===== src/rtl/gi_pkg.sv =====
package gi_pkg;
    typedef enum logic {
        ST_HOLD  = 1'b0,
        ST_ACCUM = 1'b1
    } gate_st_t;

    localparam int ADDR_W = 3;
    localparam logic [ADDR_W-1:0] A_CTRL = 3'd0;
    localparam logic [ADDR_W-1:0] A_STAT = 3'd1;
    localparam logic [ADDR_W-1:0] A_LSUM = 3'd2;
    localparam logic [ADDR_W-1:0] A_LCNT = 3'd3;
    localparam logic [ADDR_W-1:0] A_FSUM = 3'd4;
    localparam logic [ADDR_W-1:0] A_FCNT = 3'd5;

    localparam int B_EN_SEL   = 0;
    localparam int B_SW_EN    = 1;
    localparam int B_HALT_SEL = 2;
    localparam int B_SW_HALT  = 3;
    localparam int B_ZERO     = 4;
    localparam int B_REQ      = 5;

    localparam int B_SOVF = 0;
    localparam int B_COVF = 1;
endpackage


===== src/rtl/gi_rise.sv =====
module gi_rise #(
    parameter int N = 2
) (
    input  logic         clk,
    input  logic         rst_n,
    input  logic [N-1:0] lvl_i,
    output logic [N-1:0] rise_o
);
    logic [N-1:0] prev_q;

    always_ff @(posedge clk) begin
        if (!rst_n) prev_q <= '0;
        else        prev_q <= lvl_i;
    end

    generate
        for (genvar i = 0; i < N; i++) begin : g_bit
            assign rise_o[i] = lvl_i[i] & ~prev_q[i];
        end
    endgenerate
endmodule


===== src/rtl/gi_gate_fsm.sv =====
module gi_gate_fsm
    import gi_pkg::*;
(
    input  logic clk,
    input  logic rst_n,
    input  logic en_sel_i,
    input  logic sw_en_i,
    input  logic pin_en_i,
    input  logic halt_sel_i,
    input  logic sw_halt_i,
    input  logic pin_halt_i,
    output logic accum_on_o
);
    gate_st_t state_q, state_d;
    logic     en_src, halt_src, gate;

    assign en_src   = en_sel_i   ? sw_en_i   : pin_en_i;
    assign halt_src = halt_sel_i ? sw_halt_i : pin_halt_i;
    assign gate     = en_src & ~halt_src;

    always_ff @(posedge clk) begin
        if (!rst_n) state_q <= ST_HOLD;
        else        state_q <= state_d;
    end

    always_comb begin
        state_d = state_q;
        unique case (state_q)
            ST_HOLD:  if (gate)  state_d = ST_ACCUM;
            ST_ACCUM: if (!gate) state_d = ST_HOLD;
            default:             state_d = ST_HOLD;
        endcase
    end

    always_comb begin
        accum_on_o = (state_q == ST_ACCUM);
    end

    // the accumulation status follows the gate one edge later
    assert_gate_on_R2: assert property (@(posedge clk) disable iff (!rst_n)
        gate |=> accum_on_o);
    assert_gate_off_R2: assert property (@(posedge clk) disable iff (!rst_n)
        !gate |=> !accum_on_o);
endmodule


===== src/rtl/gi_accum.sv =====
module gi_accum #(
    parameter int IN_W  = 16,
    parameter int SUM_W = 32,
    parameter int CNT_W = 16
) (
    input  logic             clk,
    input  logic             rst_n,
    input  logic             take_i,
    input  logic [IN_W-1:0]  data_i,
    input  logic             zero_i,
    output logic [SUM_W-1:0] sum_o,
    output logic [CNT_W-1:0] cnt_o,
    output logic             sovf_o,
    output logic             covf_o
);
    localparam int EXT_W = SUM_W - IN_W;

    logic [SUM_W-1:0] sum_q, ext, add;
    logic [CNT_W-1:0] cnt_q;
    logic             sovf_q, covf_q, add_ovf, cnt_wrap;

    assign ext      = {{EXT_W{data_i[IN_W-1]}}, data_i};
    assign add      = sum_q + ext;
    assign add_ovf  = (sum_q[SUM_W-1] == ext[SUM_W-1]) && (add[SUM_W-1] != sum_q[SUM_W-1]);
    assign cnt_wrap = &cnt_q;

    always_ff @(posedge clk) begin
        if (!rst_n || zero_i) begin
            sum_q  <= '0;
            cnt_q  <= '0;
            sovf_q <= 1'b0;
            covf_q <= 1'b0;
        end else if (take_i) begin
            sum_q  <= add;
            cnt_q  <= cnt_q + 1'b1;
            sovf_q <= sovf_q | add_ovf;
            covf_q <= covf_q | cnt_wrap;
        end
    end

    assign sum_o  = sum_q;
    assign cnt_o  = cnt_q;
    assign sovf_o = sovf_q;
    assign covf_o = covf_q;

    assert_zero_clears_R4: assert property (@(posedge clk) disable iff (!rst_n)
        zero_i |=> (sum_q == '0) && (cnt_q == '0) && !sovf_q && !covf_q);
    assert_idle_hold_R2: assert property (@(posedge clk) disable iff (!rst_n)
        (!zero_i && !take_i) |=> $stable(sum_q) && $stable(cnt_q));
    assert_count_step_R2: assert property (@(posedge clk) disable iff (!rst_n)
        (!zero_i && take_i) |=> cnt_q == $past(cnt_q) + 1'b1);
endmodule


===== src/rtl/gated_integrator.sv =====
module gated_integrator
    import gi_pkg::*;
#(
    parameter int IN_W  = 16,
    parameter int SUM_W = 32,
    parameter int CNT_W = 16,
    parameter int BUS_W = 32
) (
    input  logic              clk,
    input  logic              rst_n,
    input  logic              smp_valid,
    input  logic [IN_W-1:0]   smp_data,
    input  logic              pin_enable,
    input  logic              pin_halt,
    input  logic              pin_zero,
    input  logic              pin_req,
    input  logic              reg_wr,
    input  logic              reg_rd,
    input  logic [ADDR_W-1:0] reg_addr,
    input  logic [BUS_W-1:0]  reg_wdata,
    output logic [BUS_W-1:0]  reg_rdata
);
    logic             en_sel_q, sw_en_q, halt_sel_q, sw_halt_q;
    logic             accum_on;
    logic [1:0]       rise;
    logic             wr_ctrl, wr_stat, zero_evt, req_evt, live_rd, upd;
    logic [SUM_W-1:0] sum;
    logic [CNT_W-1:0] cnt;
    logic             sovf_int, covf_int;
    logic [SUM_W-1:0] fsum_q;
    logic [CNT_W-1:0] fcnt_q, lcnt_q;
    logic             sflag_q, cflag_q;
    logic             clr_s, clr_c;
    logic             unused_wdata;

    assign unused_wdata = ^reg_wdata[BUS_W-1:B_REQ+1];

    assign wr_ctrl  = reg_wr && (reg_addr == A_CTRL);
    assign wr_stat  = reg_wr && (reg_addr == A_STAT);
    assign zero_evt = (wr_ctrl && reg_wdata[B_ZERO]) || rise[0];
    assign req_evt  = (wr_ctrl && reg_wdata[B_REQ])  || rise[1];
    assign live_rd  = reg_rd && (reg_addr == A_LSUM);
    assign upd      = req_evt || live_rd;
    assign clr_s    = wr_stat && reg_wdata[B_SOVF];
    assign clr_c    = wr_stat && reg_wdata[B_COVF];

    gi_rise #(.N(2)) u_rise (
        .clk   (clk),
        .rst_n (rst_n),
        .lvl_i ({pin_req, pin_zero}),
        .rise_o(rise)
    );

    gi_gate_fsm u_gate (
        .clk       (clk),
        .rst_n     (rst_n),
        .en_sel_i  (en_sel_q),
        .sw_en_i   (sw_en_q),
        .pin_en_i  (pin_enable),
        .halt_sel_i(halt_sel_q),
        .sw_halt_i (sw_halt_q),
        .pin_halt_i(pin_halt),
        .accum_on_o(accum_on)
    );

    gi_accum #(.IN_W(IN_W), .SUM_W(SUM_W), .CNT_W(CNT_W)) u_acc (
        .clk   (clk),
        .rst_n (rst_n),
        .take_i(smp_valid && accum_on),
        .data_i(smp_data),
        .zero_i(zero_evt),
        .sum_o (sum),
        .cnt_o (cnt),
        .sovf_o(sovf_int),
        .covf_o(covf_int)
    );

    always_ff @(posedge clk) begin
        if (!rst_n) begin
            en_sel_q   <= 1'b0;
            sw_en_q    <= 1'b0;
            halt_sel_q <= 1'b0;
            sw_halt_q  <= 1'b0;
        end else if (wr_ctrl) begin
            en_sel_q   <= reg_wdata[B_EN_SEL];
            sw_en_q    <= reg_wdata[B_SW_EN];
            halt_sel_q <= reg_wdata[B_HALT_SEL];
            sw_halt_q  <= reg_wdata[B_SW_HALT];
        end
    end

    always_ff @(posedge clk) begin
        if (!rst_n) begin
            fsum_q  <= '0;
            fcnt_q  <= '0;
            lcnt_q  <= '0;
            sflag_q <= 1'b0;
            cflag_q <= 1'b0;
        end else begin
            if (req_evt) begin
                fsum_q <= sum;
                fcnt_q <= cnt;
            end
            if (live_rd) lcnt_q <= cnt;
            sflag_q <= (sflag_q & ~clr_s) | (upd & sovf_int);
            cflag_q <= (cflag_q & ~clr_c) | (upd & covf_int);
        end
    end

    always_comb begin
        reg_rdata = '0;
        case (reg_addr)
            A_CTRL: reg_rdata = BUS_W'({sw_halt_q, halt_sel_q, sw_en_q, en_sel_q});
            A_STAT: reg_rdata = BUS_W'({cflag_q, sflag_q});
            A_LSUM: reg_rdata = BUS_W'(sum);
            A_LCNT: reg_rdata = BUS_W'(lcnt_q);
            A_FSUM: reg_rdata = BUS_W'(fsum_q);
            A_FCNT: reg_rdata = BUS_W'(fcnt_q);
            default: reg_rdata = '0;
        endcase
    end

    assert_final_hold_R6: assert property (@(posedge clk) disable iff (!rst_n)
        !req_evt |=> $stable(fsum_q) && $stable(fcnt_q));
    assert_livecnt_hold_R5: assert property (@(posedge clk) disable iff (!rst_n)
        !live_rd |=> $stable(lcnt_q));
    assert_flag_sticky_R9: assert property (@(posedge clk) disable iff (!rst_n)
        (sflag_q && !clr_s) |=> sflag_q);
    assert_sflag_set_R7: assert property (@(posedge clk) disable iff (!rst_n)
        (upd && sovf_int) |=> sflag_q);
    assert_cflag_set_R8: assert property (@(posedge clk) disable iff (!rst_n)
        (upd && covf_int) |=> cflag_q);
    assert_no_spurious_flag_R9: assert property (@(posedge clk) disable iff (!rst_n)
        (!sflag_q && !(upd && sovf_int)) |=> !sflag_q);
endmodule


===== config.mk =====
export PLATFORM = sky130hd
export DESIGN_NAME = gated_integrator
export DESIGN_NICKNAME = d
export VERILOG_FILES = /design/src/rtl/gi_pkg.sv /design/src/rtl/gi_rise.sv /design/src/rtl/gi_gate_fsm.sv /design/src/rtl/gi_accum.sv /design/src/rtl/gated_integrator.sv
export SDC_FILE = /design/constraint.sdc
export NUM_CORES = 1
export LEC_CHECK = 0
export ABC_AREA = 1
export BUFFER_PORTS_ARGS = -buffer_cell sky130_fd_sc_hd__clkbuf_2
export CORE_MARGIN = 3
export CORE_UTILIZATION = 53
export DETAILED_ROUTE_END_ITERATION = 10
export PLACE_DENSITY = 0.84
export SYNTH_ARGS = -nofsm -noshare
export SYNTH_HDL_FRONTEND = slang
export SYNTH_SLANG_ARGS = --single-unit
export TNS_END_PERCENT = 1

===== constraint.sdc =====
create_clock -name clk -period 1.7 [get_ports clk]
set_clock_uncertainty 0.05 [all_clocks]
set_input_delay 0.085 -clock clk [delete_from_list [all_inputs] [get_ports clk]]
set_output_delay 0.085 -clock clk [all_outputs]
set_load 0.02 [all_outputs]

Word-level counts from Yosys, hierarchy flattened
Cells that the tools add are included.

cells by class
  add/subtract/negate cells = 2
  equal/unequal tests = 7
  muxes and demuxes = 4
  bitwise gates (word level) = 16
  reductions and logical operators = 16

operators with widths
  cell                                                  count
  one-hot mux 32 bit (6 select lines)                   1
  adder 32 bit                                          1
  adder 16 x 1 -> 16 bit (second input constant)        1
  AND reduction 16 bit                                  1
  logical AND 1 bit                                     9
  AND 1 bit                                             7
  equality test 3 x 2 -> 1 bit (second input constant)  2
  equality test 3 bit (second input constant)           2
  inverter 1 bit                                        5
  logical OR 1 bit                                      4
  bitwise OR 1 bit                                      4
  equality test 3 x 1 -> 1 bit (second input constant)  1
  zero test 3 bit                                       1
  two-way mux 1 bit                                     3
  equality test 1 bit                                   1
  zero test 1 bit                                       1
  inequality test 1 bit                                 1

storage, ports and cells
  flip-flop bits (word level) = 123
  bits of input ports = 60
  logic and storage cells = 60

Longest topological paths before layout
  depth after elaboration = 7
  mapped depth = 14
  mapped depth without buffers = 14

By module
A second synthesis with hierarchy kept.

second synthesis, totals
  cells, all modules = 1,154
  area, all modules = 7,488.4 µm²

by module, submodules not included
  module            instances  cells an instance  area each (µm²)  seq. area each (µm²)
  gi_accum          1          698                4,164.0          1,001.0
  gated_integrator  1          435                3,190.6          1,401.3
  gi_rise           1          10                 75.1             40.0
  gi_gate_fsm       1          11                 58.8             20.0

Least setup slack after synthesis
OpenSTA, ideal clock, no wires.

  path type = register to register
  from = register u_acc.sum_q[0] (netlist: u_acc.sum_o[0])
  to = register u_acc.sum_q[20] (netlist: u_acc.sum_o[20])
  library setup time = 0.109 ns
  data arrival time = 1.688 ns
  setup slack = -0.147 ns
  stages on the path, launching flop included = 15
  cells stage by stage = dfxtp_1 > ha_1 > fa_1 > nand3_1 > nand2_1 > nand2_1 > nand2_1 > nand2_1 > nand2_1 > nand3_1 > nand2_1 > nand2_1 > nand3_1 > nand2_1 > inv_1

on the way
  cells in the longest elaborated chain, start to end = 1

RTL lines
  element                 line            text
  start, declared         gi_accum.sv:18  logic [SUM_W-1:0] sum_q, ext, add;
  start signal, assigned  gi_accum.sv:29  sum_q <= '0;
  start signal, assigned  gi_accum.sv:34  sum_q <= add;
  adder 32 bit            gi_accum.sv:23  assign add = sum_q + ext;

Every way passes these cells.
A chain may end at the register's enable or synchronous reset.

Final worst setup path
  from = register u_acc.sum_q[20] (netlist: u_acc.sum_o[20])
  to = register u_acc.sum_q[30] (netlist: u_acc.sum_o[30])

Same word-level chain as after synthesis.

==> results.cfg <==
[flow_run]
maxCapViolCount = 0

[clock_tree]
cts_root_buffer = clkbuf_16
cts_tree = built
clock_sinks = 123
clk_latency_ps = 430
cts_buffers = 17
clk_pin_slew_ps = 60
htree_levels = 4
clockBufferDepth = 2

[worst_hold_path]
hp-class = in2reg
hp-start = reg_rd

[worst_setup_path]
cp_data_required_time_ps = 1970
arrival_ps = 2170
r2r_slack_ps = -200
startpoint_type = register
cp-end-kind = register
setup.worst_path.class = reg2reg
path_max_fanout = 5
r2r_start = u_acc.sum_o[20]$_SDFFE_PP0P_
crit_start = u_acc.sum_o[20]$_SDFFE_PP0P_

[floorplanning]
initial_utilization_pct = 54.71
coreArea_um2 = 13350
die_h_um = 123.4
die_w_um = 123.4
ios = 92
dieArea_um2 = 15220
rows = 42

[timing]
whs_ps = 6.912
fmax_mhz = 526.6
finalHoldViolations = 0
finalCritPeriodShare_pct = 111.7
tightest_slew_ps = 602.9
finalSetupViolCount = 30
finalMaxSlewViolations = 0
slew_headroom_pct = 59.80
fin_ws_ps = -199.0
rsz0062_at_grt = true
fin_tns_setup_ps = -2981
period_minus_slack_ps = 1899

[synth]
ys.flop_type = dfxtp_1
synth_fp_nets = 1203
postSynth.asyncResetShare_pct = 0
syn_area_um2 = 7302
yosys.area.top_type = dfxtp_1
synthDistinctLibCells = 42
synth_seq_cells = 123
netlist.area_leader.share_pct = 33.72
ys_seq_area_share_pct = 33.72
syn_inst = 1110
yosys_warnings = 0
synth_edf_count = 0
avgSynthCellArea_um2 = 6.578
synthTopCellsByArea = dfxtp_1 (34%), nand2_1 (12%), a21oi_1 (8.8%)

[final_layout]
nets = 1334
syn2layout_area_growth_pct = 29.64
final_util_pct = 70.92
diodes = 0
drive_gt1_share_pct = 23.13

[grt]
grt_pass1_wl_um = 36560
grt_pass1_vias = 7746
antenna_found_initial = 0
grt_max_degree = 71
grt.total_usage_pct = 30.39
grt-ovfl-total = 0

[pwr]
p_leak_nw = 4.437
ir_drop_mv = 0.7815
seq_power_share_pct = 39.7
p_sw_w = 0.002191
pwr_density_cell_nw_per_um2 = 815.9
swShare_pct = 28.36
comb_power_share_pct = 14.5
pwr-share-clk_pct = 45.8
internal_power_w = 0.005533

[place]
numPortBuffers = 65
gp_congestion = 0.9792
dp_hpwl_um = 15560

[route]
firstDrtPassIters = 8
routed_via_density = 5.778
drt_iter0_drc = 979
vias = 8263
drc_errors = 0
wirelength_um = 23620
wl_per_cell_um = 16.52
ant_nets = 0

[outcome]
status = complete, but fails checks
violations = setup timing
-- worst paths after layout --
check / to / cells past startpoint
setup / recovery: u_acc.sum_o[30]$_SDFFE_PP0P_ / 10
hold reg to reg: fcnt_q[1]$_SDFFE_PN0N_ / 2
setup reg to reg: u_acc.sum_o[30]$_SDFFE_PP0P_ / 10
hold / removal: lcnt_q[10]$_SDFFE_PN0P_ / 4
-- registers in the layout, summed over array words and instances (netlist names), 2 cells and up --
register,flops
lcnt_q,16
u_acc.sum_o,32
fcnt_q,16
u_acc.cnt_o,16
fsum_q,32
u_rise.prev_q,2
-- placed cells by master, fill, tap and decap left out, types with 3 or more instances in the layout --
master	n
dfxtp_2	7
nand2_4	11
buf_4	75
buf_12	5
nand4_1	15
nand2_1	200
nor2_2	17
ha_1	15
nand3_1	74
nor2_1	74
nor3_1	5
a21oi_2	11
inv_1	163
clkbuf_2	65
clkbuf_16	17
o2111ai_1	11
a21oi_1	118
xor2_1	13
nor3_2	3
clkinv_2	6
o21bai_1	8
and2_1	3
ha_4	15
nand3_2	8
nand2_2	21
o21ai_0	110
dfxtp_1	116
dlygate4sd3_1	11
clkinv_4	5
nor3_4	4
a22oi_1	3
o21ai_1	11
-- power by group through the flow --
| stage | combinational, W | sequential, W | clock, W |
|---|---|---|---|
| final | 0.00112 | 0.00307 | 0.00354 |
| after global routing | 0.00122 | 0.00308 | 0.00368 |
| after CTS | 0.00103 | 0.00306 | 0.00354 |
| after detailed placement | 0.000962 | 0.00312 | 0 |
| after global placement | 0.000942 | 0.00312 | 0 |
| after floorplan | 0.000608 | 0.00310 | 0 |
-- cell type report --
type,count,area [µm²]
Clock buffer,20,456.7
Multi-Input combinational cell,773,4459
Inverter,170,644.4
Tap cell,176,220.2
Fill cell,1015,3881
Timing Repair Buffer,156,1099
Sequential cell,123,2471
Clock inverter,12,116.4
-- worst max-delay path: stages, from the launching register on --
cell,delay [ps]
dfxtp_1,340
ha_1,370
nand2_1,220
nor2_2,180
nand2_1,100
nor2_1,190
nand2_4,70
nand3_1,90
nand3_1,90
nand2_1,60
inv_1,30
-- routing by layer --
| metal | global-route usage [%] | vias to the layer above | wire, µm |
|---|---|---|---|
| met4 | 20.90 | 0 | 1889 |
| met3 | 6.816 | 145 | 1727 |
| met1 | 34.81 | 3722 | 8885 |
| met5 | 0 | - | 0 |
| met2 | 50.29 | 482 | 11120 |
| li1 | - | 3914 | - |
-- what timing repair did --
item,in CTS,in global routing
hold buffers,11,0
setup buffers,0,2
pin swaps,4,10
gates resized for setup,55,59
endpoints found under the setup margin,32,41
hold endpoints to repair,9,0
-- synthesized netlist by cell type (12+ instances only) --
cell        n
nand2_1   226
inv_1     164
a21oi_1   129
dfxtp_1   123
o21ai_0   122
nor2_1     89
nand3_1    82
ha_1       32
clkbuf_1   22
nand4_1    15
xor2_1     13
buf_2      12
-- cell families (layout without fill, tap and decap cells) --
family | count (synthesis) | count (layout) | synth area share, %
xor+xnor | 15 | 15 | 1.799
flops | 123 | 123 | 33.72
simple gates | 441 | 441 | 25.96
compound gates | 284 | 284 | 20.84
buf+inv | 214 | 358 | 11.93
fa+ha+maj | 33 | 33 | 5.757
-- through the flow --
step / instances / worst slack [ps] / instance area, µm² / power [W]
after floorplan: 1110 / -45.96 / 7322 / 0.003709
after global placement: 1385 / -221.8 / 8292 / 0.004058
after detailed placement: 1385 / -266.4 / 8292 / 0.004079
after CTS: 1428 / -106.5 / 9205 / 0.007630
after global routing: 1430 / -288.3 / 9467 / 0.007976
final: 1430 / -199.0 / 9467 / 0.007724
Power figures use the tool's default switching activity.
